## src/rtl/bts_pkg.sv

```systemverilog
// Shared types for the block transfer sequencer.
// Assumes mode codes are fixed by the request encoding (see brief R4).
package bts_pkg;
    typedef enum logic [1:0] {
        STEP_UP_POST   = 2'd0,
        STEP_UP_PRE    = 2'd1,
        STEP_DOWN_POST = 2'd2,
        STEP_DOWN_PRE  = 2'd3
    } step_mode_e;

    typedef enum logic [1:0] {
        SQ_IDLE = 2'd0,
        SQ_RUN  = 2'd1,
        SQ_DONE = 2'd2
    } seq_state_e;
endpackage

```

## src/rtl/bts_popcount.sv

```systemverilog
// Counts the set bits of a mask.
// Assumes W >= 1; the result is wide enough to hold W.
module bts_popcount #(
    parameter int W   = 16,
    localparam int CW = $clog2(W + 1)
) (
    input  logic [W-1:0]  bits_i,
    output logic [CW-1:0] count_o
);
    // purpose: sum every bit of the mask
    always_comb begin
        count_o = '0;
        for (int i = 0; i < W; i++) begin
            count_o = count_o + CW'(bits_i[i]);
        end
    end
endmodule

```

## src/rtl/bts_lowbit.sv

```systemverilog
// Finds the index of the lowest set bit and flags whether it is the only one.
// Assumes the caller ignores idx_o when bits_i is zero.
module bts_lowbit #(
    parameter int W   = 16,
    localparam int IW = $clog2(W)
) (
    input  logic [W-1:0]  bits_i,
    output logic [IW-1:0] idx_o,
    output logic          single_o
);
    // purpose: priority scan from the top so the lowest set bit wins
    always_comb begin
        idx_o = '0;
        for (int i = W - 1; i >= 0; i--) begin
            if (bits_i[i]) idx_o = IW'(i);
        end
    end

    // purpose: at most one bit set means the current beat is the last
    assign single_o = ((bits_i & (bits_i - W'(1))) == '0);
endmodule

```

## src/rtl/bts_addr_gen.sv

```systemverilog
// Computes the lowest transfer address and the written-back base of a request.
// Assumes ascending register order maps to ascending addresses in every mode.
module bts_addr_gen
    import bts_pkg::*;
#(
    parameter int AW   = 32,
    parameter int STEP = 4,
    parameter int CW   = 5
) (
    input  logic [AW-1:0] base_i,
    input  logic [CW-1:0] count_i,
    input  step_mode_e    mode_i,
    output logic [AW-1:0] first_o,
    output logic [AW-1:0] wb_o
);
    logic [AW-1:0] span;

    // purpose: total byte size of the block
    assign span = AW'(count_i) * AW'(STEP);

    // purpose: bottom address of the block and final base per mode
    always_comb begin
        unique case (mode_i)
            STEP_UP_POST: begin
                first_o = base_i;
                wb_o    = base_i + span;
            end
            STEP_UP_PRE: begin
                first_o = base_i + AW'(STEP);
                wb_o    = base_i + span;
            end
            STEP_DOWN_POST: begin
                first_o = base_i - span + AW'(STEP);
                wb_o    = base_i - span;
            end
            default: begin
                first_o = base_i - span;
                wb_o    = base_i - span;
            end
        endcase
    end
endmodule

```

## src/rtl/block_xfer_seq.sv

```systemverilog
// Top of the block transfer sequencer: accepts a request, walks the mask
// lowest bit first, and steps the word address by STEP per accepted beat.
// Assumes memory holds ready_i low to stall; abort handling is external.
module block_xfer_seq
    import bts_pkg::*;
#(
    parameter int AW   = 32,
    parameter int REGS = 16,
    parameter int STEP = 4,
    localparam int IW  = $clog2(REGS),
    localparam int CW  = $clog2(REGS + 1)
) (
    input  logic          clk,
    input  logic          rst_n,
    input  logic          start_i,
    input  logic [AW-1:0] base_i,
    input  logic [REGS-1:0] mask_i,
    input  logic [1:0]    mode_i,
    input  logic          wb_en_i,
    input  logic          ready_i,
    output logic          busy_o,
    output logic          xfer_valid_o,
    output logic [AW-1:0] xfer_addr_o,
    output logic [IW-1:0] xfer_reg_o,
    output logic          done_o,
    output logic          wb_valid_o,
    output logic [AW-1:0] wb_addr_o
);
    seq_state_e      state_q;
    logic [REGS-1:0] rem_q;
    logic [AW-1:0]   addr_q;
    logic [AW-1:0]   wb_q;
    logic            wb_en_q;

    logic [CW-1:0]   req_count;
    logic [AW-1:0]   req_first;
    logic [AW-1:0]   req_wb;
    logic [IW-1:0]   cur_idx;
    logic            cur_last;
    logic            accept;
    logic            advance;

    bts_popcount #(.W(REGS)) u_count (
        .bits_i  (mask_i),
        .count_o (req_count)
    );

    bts_addr_gen #(.AW(AW), .STEP(STEP), .CW(CW)) u_addr (
        .base_i  (base_i),
        .count_i (req_count),
        .mode_i  (step_mode_e'(mode_i)),
        .first_o (req_first),
        .wb_o    (req_wb)
    );

    bts_lowbit #(.W(REGS)) u_low (
        .bits_i   (rem_q),
        .idx_o    (cur_idx),
        .single_o (cur_last)
    );

    // purpose: new request taken whenever no walk is in progress
    assign accept  = start_i && (state_q != SQ_RUN);
    // purpose: current beat consumed by memory
    assign advance = (state_q == SQ_RUN) && ready_i;

    // purpose: sequencing state and walk registers
    always_ff @(posedge clk) begin
        if (!rst_n) begin
            state_q <= SQ_IDLE;
            rem_q   <= '0;
            addr_q  <= '0;
            wb_q    <= '0;
            wb_en_q <= 1'b0;
        end else if (accept) begin
            rem_q   <= mask_i;
            addr_q  <= req_first;
            wb_q    <= req_wb;
            wb_en_q <= wb_en_i;
            state_q <= (mask_i == '0) ? SQ_DONE : SQ_RUN;
        end else if (advance) begin
            rem_q  <= rem_q & ~(REGS'(1) << cur_idx);
            addr_q <= addr_q + AW'(STEP);
            if (cur_last) state_q <= SQ_DONE;
        end else if (state_q == SQ_DONE) begin
            state_q <= SQ_IDLE;
        end
    end

    // purpose: drive the outputs from the registered state
    assign busy_o       = (state_q == SQ_RUN);
    assign xfer_valid_o = (state_q == SQ_RUN);
    assign xfer_addr_o  = addr_q;
    assign xfer_reg_o   = cur_idx;
    assign done_o       = (state_q == SQ_DONE);
    assign wb_valid_o   = done_o && wb_en_q;
    assign wb_addr_o    = wb_valid_o ? wb_q : '0;

    // outputs idle right after reset
    p_reset_idle_r1: assert property (@(posedge clk)
        !rst_n |=> (!xfer_valid_o && !done_o && !wb_valid_o));

    // register numbers strictly ascend within a walk
    p_ascend_r2: assert property (@(posedge clk) disable iff (!rst_n)
        (xfer_valid_o && ready_i) |=> (!xfer_valid_o || xfer_reg_o > $past(xfer_reg_o)));

    // address moves by one word per accepted beat
    p_step_r3: assert property (@(posedge clk) disable iff (!rst_n)
        (xfer_valid_o && ready_i) |=> (!xfer_valid_o || xfer_addr_o == $past(xfer_addr_o) + AW'(STEP)));

    // stalled beat is held
    p_hold_r6: assert property (@(posedge clk) disable iff (!rst_n)
        (xfer_valid_o && !ready_i) |=> (xfer_valid_o && $stable(xfer_addr_o) && $stable(xfer_reg_o)));

    // done and a transfer never coincide
    p_excl_r7: assert property (@(posedge clk) disable iff (!rst_n)
        !(done_o && xfer_valid_o));

    // writeback only in the done cycle
    p_wb_done_r8: assert property (@(posedge clk) disable iff (!rst_n)
        wb_valid_o |-> done_o);

    // a start while busy does not restart the walk
    p_busy_ignore_r9: assert property (@(posedge clk) disable iff (!rst_n)
        (busy_o && !ready_i) |=> $stable(xfer_addr_o));
endmodule

```

## config.mk

```make
export PLATFORM = sky130hd
export DESIGN_NAME = block_xfer_seq
export DESIGN_NICKNAME = d
export VERILOG_FILES = /design/src/rtl/bts_pkg.sv /design/src/rtl/bts_popcount.sv /design/src/rtl/bts_lowbit.sv /design/src/rtl/bts_addr_gen.sv /design/src/rtl/block_xfer_seq.sv
export SDC_FILE = /design/constraint.sdc
export NUM_CORES = 1
export LEC_CHECK = 0
export ABC_AREA = 1
export BUFFER_PORTS_ARGS = -buffer_cell sky130_fd_sc_hd__buf_4
export CORE_UTILIZATION = 54
export DETAILED_ROUTE_END_ITERATION = 8
export PLACE_DENSITY_LB_ADDON = 0.05
export SLEW_MARGIN = 20
export SYNTH_ARGS = -nofsm -noshare
export SYNTH_HDL_FRONTEND = slang
export SYNTH_SLANG_ARGS = --single-unit
```

## constraint.sdc

```tcl
create_clock -name clk -period 6.32 [get_ports clk]
set_input_delay 0.632 -clock clk [delete_from_list [all_inputs] [get_ports clk]]
set_output_delay 0.632 -clock clk [all_outputs]
set_load 0.05 [all_outputs]
```

==> qor.csv, run 1 <==
stage;metric;value;unit
routing;dr.pass1.iters;6;
synthesis;synthTopCellsByArea;dfxtp_1, nand2_1, inv_1;
clock_network;clockBufferDepth;2;
routing;ant_nets;0;
clock_network;cts_made_buffers;9;
final_layout;fill_cells;1589;
floorplan;die_height;132.5;um
synthesis;synth_edf_count;0;
critical_path;cp_max_fo;3;
clock_network;ctsHoldBuffers;0;
synthesis;synth_area;9190;sq um
critical_path;crit_required;6.56;ns
final_layout;utilization;69.04;%
sta;hold_viol_final;0;
routing;drc;0;
final_layout;drive_above_1_share;20.79;%
grt;grt-ovfl-total;0;
synthesis;yosys.area.top_type;dfxtp_1;
routing;detail_route.wl_per_cell;16.92;um
synthesis;yosysSeqAreaShare;18.08;%
placed_design;gp_congestion;0.9953;
synthesis;yosys_warnings;0;
floorplan;dieArea;17540;sq um
pwr;vdd_drop_max;182.1;uV
sta;relSlewSlack;30.87;%
grt;grt_pass1_vias;10510;
critical_path;crit_type;primary input to flop;
pwr;power.density;268.1;nW/um^2
sta;period_needed;6.136;ns
routing;vias;11300;
clock_network;insertion_delay;0.36;ns
sta;finClkSkew;0.01044;ns
clock_network;cts.sink_count;83;
sta;hold_slack;0.4609;ns
critical_path;cpMostUsedCell;nand2_1;
grt;antenna_found_initial;0;
synthesis;ys.flop_type;dfxtp_1;
grt;grt_use_total;38.38;%
clock_network;cts_htree_levels;3;
synthesis;syn_inst;1606;
grt;grt_max_degree;63;
placed_design;port_buffers;126;
floorplan;start_util;55.42;%
synthesis;ys_seq_elements;83;
sta;tightest_slew;1.034;ns
sta;rsz0062_at_grt;true;
clock_network;cts_tree;done;
floorplan;coreArea;16580;sq um
final_layout;num_antenna_cells;0;
routing;routed_wl;33980;um
sta;period_share;97.09;%
synthesis;synth-async-reset-ratio;0;%
final_layout;nNetsFinal;1875;
placed_design;pre_cts_ws;-0.2239;ns
synthesis;yosys.cell_types.count;50;
pwr;p_leak;5.339;nW
critical_path;cp_top_family;adder cells;
critical_path;start_kind;primary input;
clock_network;root_buffer;clkbuf_16;
final_layout;syn_to_final_growth;24.57;%
sta;setup_slack;0.1839;ns
critical_path;worst-path-buf-inv;5;
critical_path;cp_data_arrival_time;6.38;ns
synthesis;post-synth-top-count-cell;nand2_1;
run_status;status;completed;
floorplan;boundaryPins;127;
sta;max_freq;0.1630;GHz
placed_design;dpl.hpwl;25730;um
sta;drv_slew;0;
critical_path;endpoint_kind;flop;
synthesis;ys_top_cells_by_count;nand2_1, inv_1, nor2_1, a21oi_1, o21ai_0;
sta;setup_viol;0;
synthesis;synth_top_area_share;18.08;%
critical_path;max_stage_delay;0.55;ns
synthesis;syn_nets;1697;
routing;viasPerCell;5.626;
run;cap_violations;0;
worst_hold_path;hp-class;flop to flop;
critical_path;cp_slowest_cell;fa_1;
floorplan;die_w;132.5;um
grt;grt_pass1_wl;53220;um
clock_network;clkTransAtPathRegs;0.07;ns
routing;first_iter_violations;948;
synthesis;syn_area_per_cell;5.722;sq um
floorplan;placementRows;47;
[cells by family (layout without fill, tap and decap cells)]
group | count (synthesis) | in the layout | synth area share [%]
buffers and inverters | 299 | 482 | 12.84
AOI/OAI and AO/OA | 323 | 323 | 19.43
adders and majority gates | 36 | 36 | 5.882
and+or+nand+nor | 831 | 831 | 40.53
xor gates and xnor gates | 34 | 34 | 3.240
DFF | 83 | 83 | 18.08
[worst reg2reg max path: stages, from the launching register on]
cell     delay (ns)
dfxtp_1        0.36
inv_1          0.05
nor2_1         0.24
nand2_1        0.50
nand2_1        0.97
inv_1          0.69
a31oi_1        0.36
a21oi_1        0.09
[layout by cell type (no fill, tap or decap), drive strengths merged, types with 18 or more instances in the layout]
cell type,synthesis,routed
ha,24,24
o21ai,136,136
o211ai,20,20
a21oi,127,127
nand3,113,113
nand4,32,32
xor2,28,28
a31oi,18,18
nor3,21,21
nor2,208,208
inv,221,225
dfxtp,83,83
buf,27,245
nand2,431,431
[final timing paths]
check / depth (start not counted) / end / startpoint / slack [ns]
setup / recovery: 31 / xfer_addr_o[17] / mask_i[1] / 0.18
setup reg to reg: 7 / xfer_addr_o[25] / state_q[0] / 2.96
hold reg to reg: 2 / wb_q[2] / wb_q[2] / 0.46
hold / removal: 2 / wb_q[2] / wb_q[2] / 0.46
[metrics by stage]
step	power (mW)	setup TNS (ns)	area (sq um)	instances
2_1_floorplan	1.690	0	9190	1606
3_3_place_gp	2.269	-1.133	10890	1984
3_5_place_dp	2.286	-3.340	10890	1984
4_1_cts	2.866	0	11200	2000
5_1_grt	3.243	-0.1807	11450	2009
6_report	3.069	0	11450	2009
[layer usage]
metal	GRT usage [%]	up-vias	routed length, um
met1	47.18	5083	13750
met3	8.314	110	2923
li1	-	5584	-
met5	0	-	0
met2	62.84	526	15500
met4	20.24	0	1801
[sequential cells by signal, summed over array words and instances (netlist names)]
name,count
rem_q,16
state_q,2
wb_en_q,1
wb_q,32
xfer_addr_o,32
[cell type report]
type | instances | area, sq um | share of cell area [%]
clock buffers | 9 | 225.2 | 1.967
clock inverters | 7 | 80.08 | 0.6995
inverters | 221 | 832.0 | 7.268
multi-input cells | 1224 | 6535 | 57.08
flip-flops and latches | 83 | 1662 | 14.51
well taps | 220 | 275.3 | 2.404
repair buffers | 245 | 1839 | 16.07
[report_power, final]
group	internal, mW	total [mW]	switching [mW]	leakage, nW
clock network	0.313	0.574	0.261	0.149
logic	0.733	1.87	1.14	4.51
registers	0.577	0.625	0.0475	0.685
[repair_timing]
item / in CTS / in global routing
buffers inserted: 0 / 9
endpoints found under the setup margin: 0 / 30
resized for setup: 0 / 46
Note: power is estimated with default switching activity, not from simulation.
==> run 2: changes to the inputs <==
CORE_UTILIZATION = 55   (was 54)
SYNTH_HIERARCHICAL = 1   (was unset)
==> run 2 against run 1 <==
Net effect: count of clock-buffer cells in the layout is 1 higher; core utilization is 0.74 points higher; setup slack better by 0.026 ns; final area is 6.5% higher; die area is 6.3% higher; via count is 9.7% higher; global-route usage is 0.44 points lower; flip-flop and latch count stayed put; critical endpoint is now xfer_addr_o[24].
==> qor.csv, run 2 <==
stage;metric;value;unit
run_status;status;completed;
critical_path;cp_data_arrival_time;6.33;ns
synthesis;syn_area_per_cell;5.648;sq um
clock_network;ctsHoldBuffers;0;
grt;grt-ovfl-total;0;
synthesis;synth_top_area_share;18.01;%
routing;drc;0;
synthesis;synthTopCellsByArea;nand2_1, dfxtp_1, inv_1;
clock_network;clkTransAtPathRegs;0.08;ns
final_layout;syn_to_final_growth;22.39;%
floorplan;dieArea;18660;sq um
sta;relSlewSlack;23.65;%
synthesis;ys_seq_elements;83;
clock_network;root_buffer;clkbuf_16;
sta;period_share;96.67;%
critical_path;cpMostUsedCell;inv_1;
synthesis;post-synth-top-count-cell;nand2_1;
synthesis;synth-async-reset-ratio;0;%
sta;hold_viol_final;0;
critical_path;endpoint_kind;flop;
placed_design;dpl.hpwl;27280;um
final_layout;nNetsFinal;2018;
placed_design;gp_congestion;1.002;
pwr;p_leak;5.652;nW
grt;grt_use_total;37.94;%
synthesis;yosys.area.top_type;nand2_1;
floorplan;die_height;136.6;um
final_layout;fill_cells;1640;
routing;viasPerCell;5.739;
routing;detail_route.wl_per_cell;16.85;um
floorplan;boundaryPins;127;
routing;routed_wl;36420;um
grt;antenna_found_initial;0;
synthesis;synth.area.mux_share;0;%
critical_path;crit_type;primary input to flop;
critical_path;worst-r2r-setup-slack;3.60;ns
routing;first_iter_violations;1318;
critical_path;start_kind;primary input;
synthesis;synthSimpleGateAreaFrac;45.45;%
placed_design;pre_cts_ws;-0.2012;ns
grt;grt_pass1_wl;54900;um
critical_path;worst-path-buf-inv;7;
final_layout;final_cell_mix;nand2_1, buf_4, inv_1;
final_layout;layout_commonest_cell;nand2_1;
pwr;vdd_drop_max;453.3;uV
critical_path;crit_required;6.54;ns
clock_network;cts_tree;done;
sta;setup_slack;0.2102;ns
placed_design;port_buffers;126;
critical_path;cp_top_family;adder cells;
sta;tightest_slew;1.144;ns
sta;finalSetupTns;0;ns
synthesis;syn_nets;1852;
sta;max_freq;0.1637;GHz
floorplan;placementRows;48;
synthesis;synth_top_family_by_area;simple AND/OR/NAND/NOR gates;
clock_network;cts_made_buffers;9;
sta;rsz0062_at_grt;true;
synthesis;synth-xor-area-share;2.901;%
routing;vias;12400;
synthesis;synth_compound_area_share;16.66;%
sta;finClkSkew;0.01631;ns
clock_network;clockBufferDepth;2;
run;cap_violations;0;
pwr;power.density;263.8;nW/um^2
synthesis;ys.flop_type;dfxtp_1;
sta;drv_slew;0;
grt;grt_pass1_vias;10890;
synthesis;ys_top_cells_by_count;nand2_1, inv_1, nor2_1, nand3_1, a21oi_1;
clock_network;insertion_delay;0.37;ns
sta;setup_viol;0;
routing;dr.pass1.iters;6;
critical_path;cp_slowest_cell;fa_1;
synthesis;yosysSeqAreaShare;16.68;%
floorplan;coreArea;17480;sq um
floorplan;start_util;57.01;%
synthesis;syn_inst;1764;
final_layout;drive_above_1_share;21.91;%
pwr;totalPowerFinal;3.217;mW
synthesis;synth_adder_area_share;5.048;%
synthesis;synth_edf_count;0;
critical_path;cp_max_fo;4;
grt;grt_max_degree;110;
synthesis;yosys_warnings;6;
worst_hold_path;hp-class;flop to flop;
synthesis;synth_area;9963;sq um
floorplan;die_w;136.6;um
synthesis;yosys.cell_types.count;49;
critical_path;max_stage_delay;0.55;ns
clock_network;cts_htree_levels;3;
sta;period_needed;6.110;ns
routing;ant_nets;0;
clock_network;cts.sink_count;83;
## run 2: cell count changes after synthesis, moves of 11 or more
cell,delta
nand2_1,+66
nor2_2,+16
nand3_1,+52
o211ai_1,-16
a21oi_1,+11
nor2_1,+29
## run 2: path summary, 6_finish.rpt
path / end / start / cells after the start
worst max-delay path: xfer_addr_o[24] / mask_i[9] / 31
worst min-delay path: wb_q[3] / wb_q[3] / 2
worst max register to register: xfer_addr_o[13] / state_q[1] / 7
worst min register to register: wb_q[3] / wb_q[3] / 2
## run 2: final cells by class
cell class / count / area (sq um) / area share (%)
clock inverters: 6 / 48.80 / 0.4002
diodes: 1 / 2.502 / 0.02052
clock buffers: 10 / 229.0 / 1.878
inverters: 231 / 874.6 / 7.172
repair buffers: 238 / 1812 / 14.86
multi-input cells: 1367 / 7284 / 59.74
well taps: 225 / 281.5 / 2.309
flip-flops and latches: 83 / 1662 / 13.63
## run 2: metal layers
metal,vias up,track usage (%),wire [um]
met5,-,0,0
met4,0,20.62,1699
met3,113,4.296,2736
met2,624,63.96,16970
met1,5675,47.06,15010
li1,5989,-,-
## run 2: what timing repair did
action	CTS	global route
gates resized for setup	0	71
buffers inserted	0	8
endpoints found under the setup margin	0	28
## run 2: cells by family (layout without fill, tap and decap cells)
family | after synthesis | count (layout)
simple gates | 997 | 997
buf+inv | 314 | 485
compound gates | 304 | 304
flops | 83 | 83
fa+ha+maj | 33 | 33
xor+xnor | 33 | 33
other cells | 0 | 1
## run 2: power breakdown
group / internal, mW / switching [mW] / total [mW]
clock network: 0.273 / 0.274 / 0.547
logic: 0.773 / 1.27 / 2.04
registers: 0.580 / 0.0514 / 0.631
## run 2: worst reg2reg max path, cell delays in order, from the launching register on
cell     delay [ns]
dfxtp_1        0.30
inv_1          0.10
nand3_1        0.45
nand2_1        0.69
inv_1          0.54
a22o_1         0.32
a21oi_1        0.12
nor2_1         0.05
## run 2: metrics by stage
step           instance area, sq um  hold slack, ns  std cells  util, %
3_3_place_gp                  11560          0.4388       2136    66.13
5_1_grt                       12190          0.4721       2160    69.76
4_1_cts                       11840          0.4551       2152    67.72
6_report                      12190          0.4538       2161    69.77
3_5_place_dp                  11560          0.4441       2136    66.13
2_1_floorplan                  9963          0.4294       1764        -
